**config.mk**
```make
export PLATFORM = sky130hd
export DESIGN_NAME = csr_irq_gen
export DESIGN_NICKNAME = d
export VERILOG_FILES = /design/src/rtl/irqgen_pkg.sv /design/src/rtl/irqgen_csr.sv /design/src/rtl/irqgen_edges.sv /design/src/rtl/irqgen_latch.sv /design/src/rtl/csr_irq_gen.sv
export SDC_FILE = /design/constraint.sdc
export NUM_CORES = 1
export LEC_CHECK = 0
export ABC_CLOCK_PERIOD_IN_PS = 1200
export BUFFER_PORTS_ARGS = -buffer_cell sky130_fd_sc_hd__buf_4
export CAP_MARGIN = 10
export CELL_PAD_IN_SITES_DETAIL_PLACEMENT = 0
export CELL_PAD_IN_SITES_GLOBAL_PLACEMENT = 2
export CORE_UTILIZATION = 14
export CTS_BUF_LIST = sky130_fd_sc_hd__clkbuf_16
export CTS_CLUSTER_DIAMETER = 120
export DETAILED_ROUTE_END_ITERATION = 6
export GPL_TIMING_DRIVEN = 0
export PLACE_DENSITY_LB_ADDON = 0.1
export SKIP_LAST_GASP = 1
export SYNTH_ARGS = -nofsm -noshare
export SYNTH_HDL_FRONTEND = slang
export SYNTH_HIERARCHICAL = 1
export SYNTH_SLANG_ARGS = --single-unit
```
**constraint.sdc**
```tcl
create_clock -name clk -period 1.2 [get_ports clk]
set_clock_uncertainty 0.15 [all_clocks]
set_input_delay 0.18 -clock clk [delete_from_list [all_inputs] [get_ports clk]]
set_output_delay 0.18 -clock clk [all_outputs]
set_load 0.02 [all_outputs]
```
**src/rtl/irqgen_pkg.sv**
```systemverilog
package irqgen_pkg;

    typedef enum logic [1:0] {
        GATE_MASKED    = 2'b00,
        GATE_RDY_CLOCK = 2'b01,
        GATE_UNMASKED  = 2'b10,
        GATE_MASKED_B  = 2'b11
    } gate_mode_e;

    typedef struct packed {
        logic ready;
        logic cond;
    } edge_hist_t;

    // Strap value 11 is folded onto the masked behaviour.
    function automatic gate_mode_e resolve_mode(input logic [1:0] strap);
        gate_mode_e m;
        case (strap)
            2'b01:   m = GATE_RDY_CLOCK;
            2'b10:   m = GATE_UNMASKED;
            default: m = GATE_MASKED;
        endcase
        return m;
    endfunction

endpackage

```
**src/rtl/irqgen_csr.sv**
```systemverilog
module irqgen_csr #(
    parameter int CSR_W   = 16,
    parameter int RDY_POS = 7,
    parameter int IE_POS  = 6,
    parameter int ERR_POS = 15,
    parameter int GO_POS  = 0
) (
    input  logic             clk,
    input  logic             rst_n,
    input  logic             stat_ready,
    input  logic             stat_error,
    input  logic             wr_en,
    input  logic [CSR_W-1:0] wr_data,
    output logic [CSR_W-1:0] rd_data,
    output logic             ready,
    output logic             enable
);
    localparam logic [CSR_W-1:0] WR_MASK =
        (CSR_W'(1) << IE_POS) | (CSR_W'(1) << GO_POS);

    typedef struct packed {
        logic [CSR_W-1:0] sw;     // software-writable image, non-mask bits stay zero
        logic             ready;
        logic             error;
    } csr_state_t;

    csr_state_t st_d, st_q;

    always_comb begin
        st_d       = st_q;
        st_d.ready = stat_ready;
        st_d.error = stat_error;
        if (wr_en) begin
            st_d.sw = (st_q.sw & ~WR_MASK) | (wr_data & WR_MASK);
        end
    end

    always_ff @(posedge clk) begin
        if (!rst_n) begin
            st_q <= '0;
        end else begin
            st_q <= st_d;
        end
    end

    always_comb begin
        rd_data          = st_q.sw;
        rd_data[RDY_POS] = st_q.ready;
        rd_data[ERR_POS] = st_q.error;
    end

    assign ready  = st_q.ready;
    assign enable = st_q.sw[IE_POS];

endmodule

```
**src/rtl/irqgen_edges.sv**
```systemverilog
module irqgen_edges
    import irqgen_pkg::*;
(
    input  logic clk,
    input  logic rst_n,
    input  logic ready,
    input  logic enable,
    output logic ready_rise,
    output logic cond_rise
);
    edge_hist_t hist_d, hist_q;
    logic       cond_now;

    always_comb begin
        cond_now     = ready & enable;
        hist_d.ready = ready;
        hist_d.cond  = cond_now;
    end

    always_ff @(posedge clk) begin
        if (!rst_n) begin
            hist_q <= '0;
        end else begin
            hist_q <= hist_d;
        end
    end

    assign ready_rise = ready & ~hist_q.ready;
    assign cond_rise  = cond_now & ~hist_q.cond;

endmodule

```
**src/rtl/irqgen_latch.sv**
```systemverilog
module irqgen_latch
    import irqgen_pkg::*;
(
    input  logic       clk,
    input  logic       rst_n,
    input  gate_mode_e mode,
    input  logic       ready,
    input  logic       enable,
    input  logic       ready_rise,
    input  logic       cond_rise,
    input  logic       clear,
    output logic       req
);
    typedef struct packed {
        logic pend;
    } latch_state_t;

    latch_state_t st_d, st_q;

    always_comb begin
        st_d = st_q;
        unique case (mode)
            GATE_RDY_CLOCK: begin
                // flop clocked by ready: loads enable, may also empty itself
                if (ready_rise) st_d.pend = enable;
            end
            default: begin
                if (cond_rise) st_d.pend = 1'b1;
            end
        endcase
        if (clear) st_d.pend = 1'b0;
    end

    always_ff @(posedge clk) begin
        if (!rst_n) begin
            st_q <= '0;
        end else begin
            st_q <= st_d;
        end
    end

    always_comb begin
        unique case (mode)
            GATE_RDY_CLOCK: req = st_q.pend & enable;
            GATE_UNMASKED:  req = st_q.pend;
            default:        req = st_q.pend & ready & enable;
        endcase
    end

endmodule

```
**src/rtl/csr_irq_gen.sv**
```systemverilog
module csr_irq_gen
    import irqgen_pkg::*;
#(
    parameter int CSR_W   = 16,
    parameter int RDY_POS = 7,
    parameter int IE_POS  = 6,
    parameter int ERR_POS = 15,
    parameter int GO_POS  = 0
) (
    input  logic             clk,
    input  logic             rst_n,
    input  logic [1:0]       variant_sel,
    input  logic             stat_ready,
    input  logic             stat_error,
    input  logic             csr_wr_en,
    input  logic [CSR_W-1:0] csr_wr_data,
    output logic [CSR_W-1:0] csr_rd_data,
    input  logic             dev_init,
    input  logic             irq_ack,
    output logic             irq_req
);
    gate_mode_e mode;
    logic       ready, enable, ready_rise, cond_rise, clear;

    assign mode  = resolve_mode(variant_sel);
    assign clear = dev_init | irq_ack;

    irqgen_csr #(
        .CSR_W  (CSR_W),
        .RDY_POS(RDY_POS),
        .IE_POS (IE_POS),
        .ERR_POS(ERR_POS),
        .GO_POS (GO_POS)
    ) u_csr (
        .clk       (clk),
        .rst_n     (rst_n),
        .stat_ready(stat_ready),
        .stat_error(stat_error),
        .wr_en     (csr_wr_en),
        .wr_data   (csr_wr_data),
        .rd_data   (csr_rd_data),
        .ready     (ready),
        .enable    (enable)
    );

    irqgen_edges u_edges (
        .clk       (clk),
        .rst_n     (rst_n),
        .ready     (ready),
        .enable    (enable),
        .ready_rise(ready_rise),
        .cond_rise (cond_rise)
    );

    irqgen_latch u_latch (
        .clk       (clk),
        .rst_n     (rst_n),
        .mode      (mode),
        .ready     (ready),
        .enable    (enable),
        .ready_rise(ready_rise),
        .cond_rise (cond_rise),
        .clear     (clear),
        .req       (irq_req)
    );

endmodule

```
==> results of run 1 <==
[synthesized netlist by cell type]
cell type | instances | area share (%)
mux2i_1 | 2 | 4.8
nand2_1 | 1 | 0.91
conb_1 | 1 | 0.91
dfxtp_1 | 7 | 34
and2b_2 | 1 | 2.1
and3_1 | 1 | 1.5
and2_1 | 3 | 4.5
nor2b_4 | 1 | 3.3
buf_4 | 14 | 25
nor2b_1 | 4 | 6.1
nand3b_1 | 2 | 3.6
and3b_1 | 1 | 2.1
o211ai_1 | 1 | 1.8
or2_1 | 1 | 1.5
o2111a_1 | 1 | 2.7
inv_1 | 1 | 0.91
mux2_4 | 1 | 3.6
[cell usage in the layout (no fill, tap or decap)]
| cell type | n |
|---|---|
| mux2i_1 | 2 |
| or2_1 | 1 |
| nor2b_4 | 1 |
| buf_4 | 28 |
| o211ai_1 | 1 |
| and3_1 | 1 |
| o2111a_1 | 1 |
| conb_1 | 12 |
| dfxtp_2 | 1 |
| buf_6 | 3 |
| clkbuf_16 | 3 |
| and3b_1 | 1 |
| and2b_2 | 1 |
| inv_1 | 2 |
| nand3b_1 | 2 |
| nand2_1 | 1 |
| mux2_4 | 1 |
| dfxtp_1 | 5 |
| dfxtp_4 | 1 |
| and2_1 | 3 |
| nor2b_1 | 4 |
[per-layer routing]
layer  GRT usage, %  vias to the layer above  share of wire [%]
met4          2.091                        0                  0
met3          3.917                        0                 12
met1          5.658                      133                 45
met2          7.143                       18                 43
met5              0                        -                  0
li1               -                      177                  -
[kinds of logic (layout without fill, tap and decap cells)]
kind of cell,after synthesis,after routing,synth area share (%)
AOI/OAI and AO/OA,2,2,4.546
and+or+nand+nor,15,15,25.76
buffers and inverters,15,36,26.36
other,1,12,0.9082
muxes,3,3,8.484
DFF,7,7,33.94
[power by group]
group | leakage, uW | internal (uW) | switching [uW] | total [uW]
Sequential | 0.0000585 | 243 | 7.22 | 251
Clock | 0.0000423 | 433 | 124 | 557
Combinational | 0.000286 | 84.4 | 68.9 | 153
[worst max-delay path by stage]
stage,slack [ns],endpoint,cells past startpoint
after CTS,-0.11,irq_req,6
final,-0.11,irq_req,3
after floorplan,-0.09,u_latch/st_q,4
after global routing,-0.15,irq_req,3
after detailed placement,-0.24,u_latch/st_q,5
after global placement,-0.24,u_latch/st_q,5
[worst max-delay path: cells and delay by family, from the launching register on]
family / cells / cell delay (ns)
AOI/OAI and AO/OA: 1 / 0.18
DFF: 1 / 0.35
and+or+nand+nor: 1 / 0.09
buffers and inverters: 1 / 0.14
[registers in the layout, indices dropped and copies added, names as in the netlist]
name,flops
u_csr/rd_data,2
u_csr/ready,1
u_edges/hist_q,2
u_latch/st_q,1
u_csr/enable,1
[area by class of cell]
class / instances / area [sq um] / area share [%]
plain buffers: 14 / 105.1 / 14.69
clock inverters: 1 / 3.754 / 0.5245
well taps: 31 / 38.79 / 5.420
multi-input cells: 32 / 205.2 / 28.67
clock buffers: 3 / 75.07 / 10.49
repair buffers: 17 / 138.9 / 19.41
inverters: 1 / 3.754 / 0.5245
flip-flops and latches: 7 / 145.1 / 20.28
[timing repair]
action,in CTS,in global routing
pin swaps,2,2
cloned,0,0
endpoints found under the setup margin,4,2
gates resized for setup,5,1
setup buffers,1,1
hold endpoints to repair,0,0
[per-stage QoR]
| step | worst slack [ns] | utilization, % | hold slack (ns) | cell area (sq um) | instances |
|---|---|---|---|---|---|
| finish | -0.1086 | 25.73 | 0.007164 | 715.7 | 106 |
| global route | -0.1454 | 25.73 | 0.009331 | 715.7 | 106 |
| CTS | -0.1147 | 25.37 | 0.007239 | 705.7 | 105 |
| detailed placement | -0.2423 | 21.77 | 0.2435 | 605.6 | 100 |
| global placement | -0.2424 | 21.77 | 0.2409 | 605.6 | 100 |
| floorplan | -0.09341 | - | 0.1517 | 454.2 | 54 |
==> results_dict.tcl, run 1 <==
set metrics [dict create \
    coreArea_sq_um 2781 \
    grt_pass1_wl_mm 1.159 \
    setup_ws_ns -0.1086 \
    synth-seq-cells 7 \
    drive_above_1_share_pct 52.00 \
    grt_pass1_vias 269 \
    cts_tree "yes" \
    wl_per_cell_um 6.670 \
    postSynthCellCount 43 \
    die_height_um 56.31 \
    holdBufCountCts 0 \
    grt_max_degree 8 \
    vias 328 \
    rsz0062_at_grt "true" \
    period_share_pct 109.1 \
    root_buffer "clkbuf_16" \
    start_util_pct 14.84 \
    cts_buffers 3 \
    period_minus_slack_ns 1.309 \
    cap_violations 0 \
    cp.required_ns 0.87 \
    port_buffers 15 \
    p_total_uw 960.8 \
    cp-startpoint "u_csr/ready" \
    dieArea_sq_um 3170 \
    yosysWarnings 6 \
    antenna_left 0 \
    wl_um 707 \
    violations "setup timing" \
    min_path_cells 2 \
    cts_max_level 1 \
    io_pins 42 \
    viasPerCell 3.094 \
    netlist_area_sq_um 412.9 \
    arrival_ns 0.98 \
    rows 19 \
    hold_path.class "primary input to register" \
    path_cells "o211ai_1, nand2_1, buf_6" \
    n_antenna_cell 0 \
    grt_overflow_total 0 \
    hold_violations 0 \
    final.setup.tns_ns -0.2566 \
    drt_first_pass_iters 2 \
    regToRegEndpoint "u_latch/st_q" \
    filler_cell_count 312 \
    antenna_found_initial 0 \
    die_w_um 56.31 \
    gp_congestion 0.5722 \
    r2r_slack_ns -0.05 \
    maxSlewViolCount 0 \
    cp_slowest_stage_delay_ns 0.35 \
    syn_area_per_cell_sq_um 9.602 \
    outcome "finished, violations left" \
    yosysSeqAreaShare_pct 33.94 \
    crit_fanout 5 \
    crit_type "register to output port" \
    grt.total_usage_pct 5.068 \
    clk_pin_slew_worst_paths_ns 0.04 \
    clk_path_buf_depth 2 \
    synth.distinct_cells 17 \
    clk_latency_ns 0.23 \
    fin_nets 101 \
    rr_worst_depth 3 \
    cp_slowest_cell "dfxtp_4" \
    cp-end-kind "output port" \
    leakage_uw 0.0003870 \
    cts.sinks 7 \
    first_iter_violations 2 \
    p_per_area_nw_per_um2 1343 \
    cp-start-kind "register" \
    timing.rr.start "u_csr/enable" \
    irDropWorstVdd_v 0.001096 \
    drc 0 \
    timing.fmax_ghz 0.7642 \
    min_from "stat_error" \
    min_to "u_csr/rd_data[15]" \
    area.growth.synth_to_final_pct 73.33 \
    setup_viol 3 \
]
(Power assumes the default switching activity.)
==> run 2: changes to the inputs <==
- TNS_END_PERCENT: unset -> 10
==> run 2 against run 1 <==
  * The run still ends with setup timing left
  * Routed wire length stayed put
  * Power stayed put
  * Setup slack stayed put
  * Clock power hardly changed
  * Worst hold slack stayed put
  * Final area stayed put
  * Non-clock buffer count stayed put
  * Largest cell class unchanged
==> results_dict.tcl, run 2 (synthesized netlist as in run 1, its figures left out) <==
set metrics [dict create \
    placed_cell_area_sq_um 605.6 \
    port_buffers 15 \
    cp-start-kind "register" \
    grt_pass1_wl_mm 1.159 \
    clk_pin_slew_worst_paths_ns 0.04 \
    timing.rr.start "u_csr/enable" \
    cp_slowest_stage_delay_ns 0.35 \
    cp_slowest_cell "dfxtp_4" \
    busiest_layer "met2" \
    cts.sinks 7 \
    crit_fanout 5 \
    first_iter_violations 3 \
    antenna_found_initial 0 \
    arrival_ns 0.98 \
    place_inst 100 \
    rows 19 \
    cts_buffers 3 \
    wl_um 707 \
    grt.total_usage_pct 5.068 \
    leakage_uw 0.0003870 \
    vias 328 \
    die_height_um 56.31 \
    cap_violations 0 \
    n_antenna_cell 0 \
    setup_ws_ns -0.1086 \
    crit_type "register to output port" \
    min_path_cells 2 \
    violations "setup timing" \
    drive_above_1_share_pct 52.00 \
    final_common_cell "buf_4" \
    grt_use_met1_pct 5.658 \
    outcome "finished, violations left" \
    die_w_um 56.31 \
    hold_violations 0 \
    postLayoutCoreUtil_pct 25.73 \
    mostFrequentLayoutCells "buf_4 (28), conb_1 (12), dfxtp_1 (5)" \
    grt_pass1_vias 268 \
    grt_use_met2_pct 7.143 \
    root_buffer "clkbuf_16" \
    grtUsageMet3_pct 3.917 \
    cp-end-kind "output port" \
    grt_max_degree 8 \
    coreArea_sq_um 2781 \
    hold_path.class "primary input to register" \
    p_total_uw 960.8 \
    cp.required_ns 0.87 \
    clk_latency_ns 0.23 \
    drc 0 \
    irDropWorstVdd_v 0.001096 \
    path_cells "o211ai_1, nand2_1, buf_6" \
    setup_viol 3 \
    wl_per_cell_um 6.670 \
    cts_tree "yes" \
    period_minus_slack_ns 1.309 \
    grt_overflow_total 0 \
    rsz0062_at_grt "true" \
    start_util_pct 14.84 \
    drt_first_pass_iters 2 \
    rr_worst_depth 3 \
    final_cells 106 \
    maxSlewViolCount 0 \
    cts_max_level 1 \
    final.setup.tns_ns -0.2566 \
    area.growth.synth_to_final_pct 73.33 \
    min_from "stat_error" \
    timing.fmax_ghz 0.7642 \
    cp-startpoint "u_csr/ready" \
    design_area_sq_um 715.7 \
    gp_congestion 0.5722 \
    clk_path_buf_depth 2 \
    io_pins 42 \
    fin_nets 101 \
    period_share_pct 109.1 \
    dieArea_sq_um 3170 \
    p_per_area_nw_per_um2 1343 \
    antenna_left 0 \
    viasPerCell 3.094 \
    filler_cell_count 312 \
]
[run 2: cell counts in the layout (fill, tap and decap cells not counted)]
No cell type changed its count.
[run 2: worst max-delay path, delay by kind of cell, from the launching register on]
family / cells / cell delay, ns
AOI/OAI and AO/OA: 1 / 0.18
buffers and inverters: 1 / 0.14
DFF: 1 / 0.35
and+or+nand+nor: 1 / 0.09
[run 2: power by group]
group | internal, uW | total [uW] | switching [uW] | leakage, uW
Combinational | 84.4 | 153 | 68.9 | 0.000286
Clock | 433 | 557 | 124 | 0.0000423
Sequential | 243 | 251 | 7.22 | 0.0000585
[run 2: timing repair]
item                       CTS  global route
hold buffers                 0             0
setup endpoints to repair    4             4
gates resized for setup      3             3
pin swaps                    2             2
setup buffers                1             1
[run 2: path summary, 6_finish.rpt]
kind | endpoint | slack [ns]
worst min-delay path | u_csr/rd_data[15] | 0.007
worst min register to register | u_edges/hist_q[0] | 0.38
worst max register to register | u_latch/st_q | -0.05
worst max-delay path | irq_req | -0.11
[run 2: metrics by stage]
| stage | worst slack [ns] | hold slack (ns) |
|---|---|---|
| 2_1_floorplan | -0.09341 | 0.1517 |
| 3_3_place_gp | -0.2424 | 0.2409 |
| 3_5_place_dp | -0.2423 | 0.2435 |
| 4_1_cts | -0.1147 | 0.007239 |
| 5_1_grt | -0.1454 | 0.009331 |
| 6_report | -0.1086 | 0.007164 |
[run 2: layer usage]
layer | up-vias | share of wire (%)
met5 | - | 0
li1 | 177 | -
met4 | 0 | 0
met1 | 133 | 45
met3 | 0 | 12
met2 | 18 | 43
[run 2: cell type report]
type                            instances  area [sq um]  share of cell area [%]
Inverter                                1         3.754                  0.5245
Multi-Input combinational cell         32         205.2                   28.67
Timing Repair Buffer                   17         138.9                   19.41
Clock inverter                          1         3.754                  0.5245
Buffer                                 14         105.1                   14.69
Sequential cell                         7         145.1                   20.28
Tap cell                               31         38.79                   5.420
Clock buffer                            3         75.07                   10.49
==> run 3: changes to the inputs <==
- CELL_PAD_IN_SITES_DETAIL_PLACEMENT: 0 -> 1
- CELL_PAD_IN_SITES_GLOBAL_PLACEMENT: 2 -> 1
- CORE_UTILIZATION: 14 -> 19
==> run 3 against run 2 <==
  * The flow still finishes with violations (setup timing)
  * Setup slack got worse by 0.0023 ns
  * Utilization increased by 9.4 points
  * Sequential share of layout area barely moved
  * Routed wire length grew 11%
  * Power is essentially flat
  * Non-clock buffer count down 1
==> results_dict.tcl, run 3 (synthesized netlist as in run 1, its figures left out) <==
set metrics [dict create \
    setup_viol 2 \
    maxSlewViolCount 0 \
    port_buffers 15 \
    antenna_left 0 \
    hold_path.class "primary input to register" \
    cp-end-kind "output port" \
    final_common_cell "buf_4" \
    cts_buffers 3 \
    timing.fmax_ghz 0.7628 \
    vias 345 \
    holdBufCountCts 0 \
    outcome "finished, violations left" \
    irDropWorstVdd_v 0.0006629 \
    period_share_pct 109.2 \
    antenna_found_initial 0 \
    grt_overflow_total 0 \
    wl_per_cell_um 7.802 \
    cts_tree "yes" \
    p_per_area_nw_per_um2 1365 \
    cts_max_level 1 \
    die_height_um 48.62 \
    final.setup.tns_ns -0.1746 \
    drc 0 \
    leakage_uw 0.0003826 \
    clk_path_buf_depth 2 \
    period_minus_slack_ns 1.311 \
    drive_above_1_share_pct 52.70 \
    drt_first_pass_iters 1 \
    first_iter_violations 0 \
    coreArea_sq_um 2002 \
    grt_pass1_wl_mm 1.221 \
    clk_latency_ns 0.23 \
    violations "setup timing" \
    grt_max_degree 8 \
    hold_ws_ns 0.007413 \
    io_pins 42 \
    postLayoutCoreUtil_pct 35.13 \
    rsz0062_at_grt "true" \
    clk_pin_slew_worst_paths_ns 0.04 \
    cap_violations 0 \
    setup_ws_ns -0.1109 \
    gp_congestion 0.6270 \
    filler_cell_count 242 \
    fin_nets 100 \
    start_util_pct 20.63 \
    die_w_um 48.62 \
    dieArea_sq_um 2363 \
    area.growth.synth_to_final_pct 70.30 \
    crit_type "primary input to output port" \
    root_buffer "clkbuf_16" \
    viasPerCell 3.416 \
    grt_pass1_vias 328 \
    cp-start-kind "primary input" \
    cts.sinks 7 \
    rows 16 \
    mostFrequentLayoutCells "buf_4 (27), conb_1 (12), dfxtp_1 (5)" \
    n_antenna_cell 0 \
    hpwl_um 610.5 \
    crit_fanout 2 \
    grt.total_usage_pct 7.551 \
    p_total_uw 960.0 \
    cp.required_ns 0.87 \
    arrival_ns 0.98 \
    hold_violations 0 \
    wl_um 788 \
]
==> run 3: changes by cell type in the layout (fill, tap and decap cells not counted) <==
| cell | previous run | this run |
|---|---|---|
| buf_4 | 28 | 27 |
| dfxtp_2 | 1 | 2 |
| dfxtp_4 | 1 | 0 |
| nor2b_1 | 4 | 3 |
| nor2b_2 | 0 | 1 |
==> run 3: layer usage <==
metal,vias up,global-route usage (%),wire (um)
met5,-,0,0
met4,0,10.29,44
met3,4,1.887,63
met2,17,13.43,401
li1,175,-,-
met1,149,5.693,279
==> run 3: layout make-up <==
type                       count  area (sq um)  area share (%)
clock inverter                 1         3.754          0.5338
buffer                        14         105.1           14.95
clock buffer                   3         75.07           10.68
tap                           27         33.78           4.804
sequential                     7         142.6           20.28
multi-input combinational     32         207.7           29.54
inverter                       1         3.754          0.5338
timing repair buffer          16         131.4           18.68
==> run 3: report_power, final <==
part / internal (uW) / leakage (uW) / switching (uW) / total [uW]
clock network: 433 / 0.0000423 / 123 / 556
registers: 245 / 0.0000582 / 7.31 / 252
logic: 83.0 / 0.000282 / 68.8 / 152
==> run 3: per-stage QoR <==
step	cells	cell area [sq um]	worst slack, ns
after floorplan	54	454.2	-0.09341
after global placement	96	600.6	-0.2400
after detailed placement	96	600.6	-0.2543
after CTS	101	699.4	-0.1231
after global routing	101	703.2	-0.1565
final	101	703.2	-0.1109
==> run 3: final timing paths <==
path / endpoint / from / depth (start not counted) / slack (ns)
worst max-delay path: irq_req / variant_sel[0] / 6 / -0.11
worst min-delay path: u_csr/rd_data[15] / stat_error / 2 / 0.007
worst max register to register: u_latch/st_q / u_csr/enable / 3 / -0.06
worst min register to register: u_csr/rd_data[0] / u_csr/rd_data[0] / 2 / 0.37
==> run 3: timing repair <==
| item | in CTS | in global routing |
|---|---|---|
| cloned | 0 | 0 |
| endpoints found under the setup margin | 4 | 4 |
| gates resized for setup | 4 | 2 |
| buffers inserted | 1 | 0 |
| pin swaps | 2 | 0 |
==> run 3: worst max-delay path, stage by stage <==
cell and delay (ns):
buf_6 0.09, and2b_2 0.18, nor2b_4 0.12, o211ai_1 0.18
nand2_1 0.09, buf_6 0.13
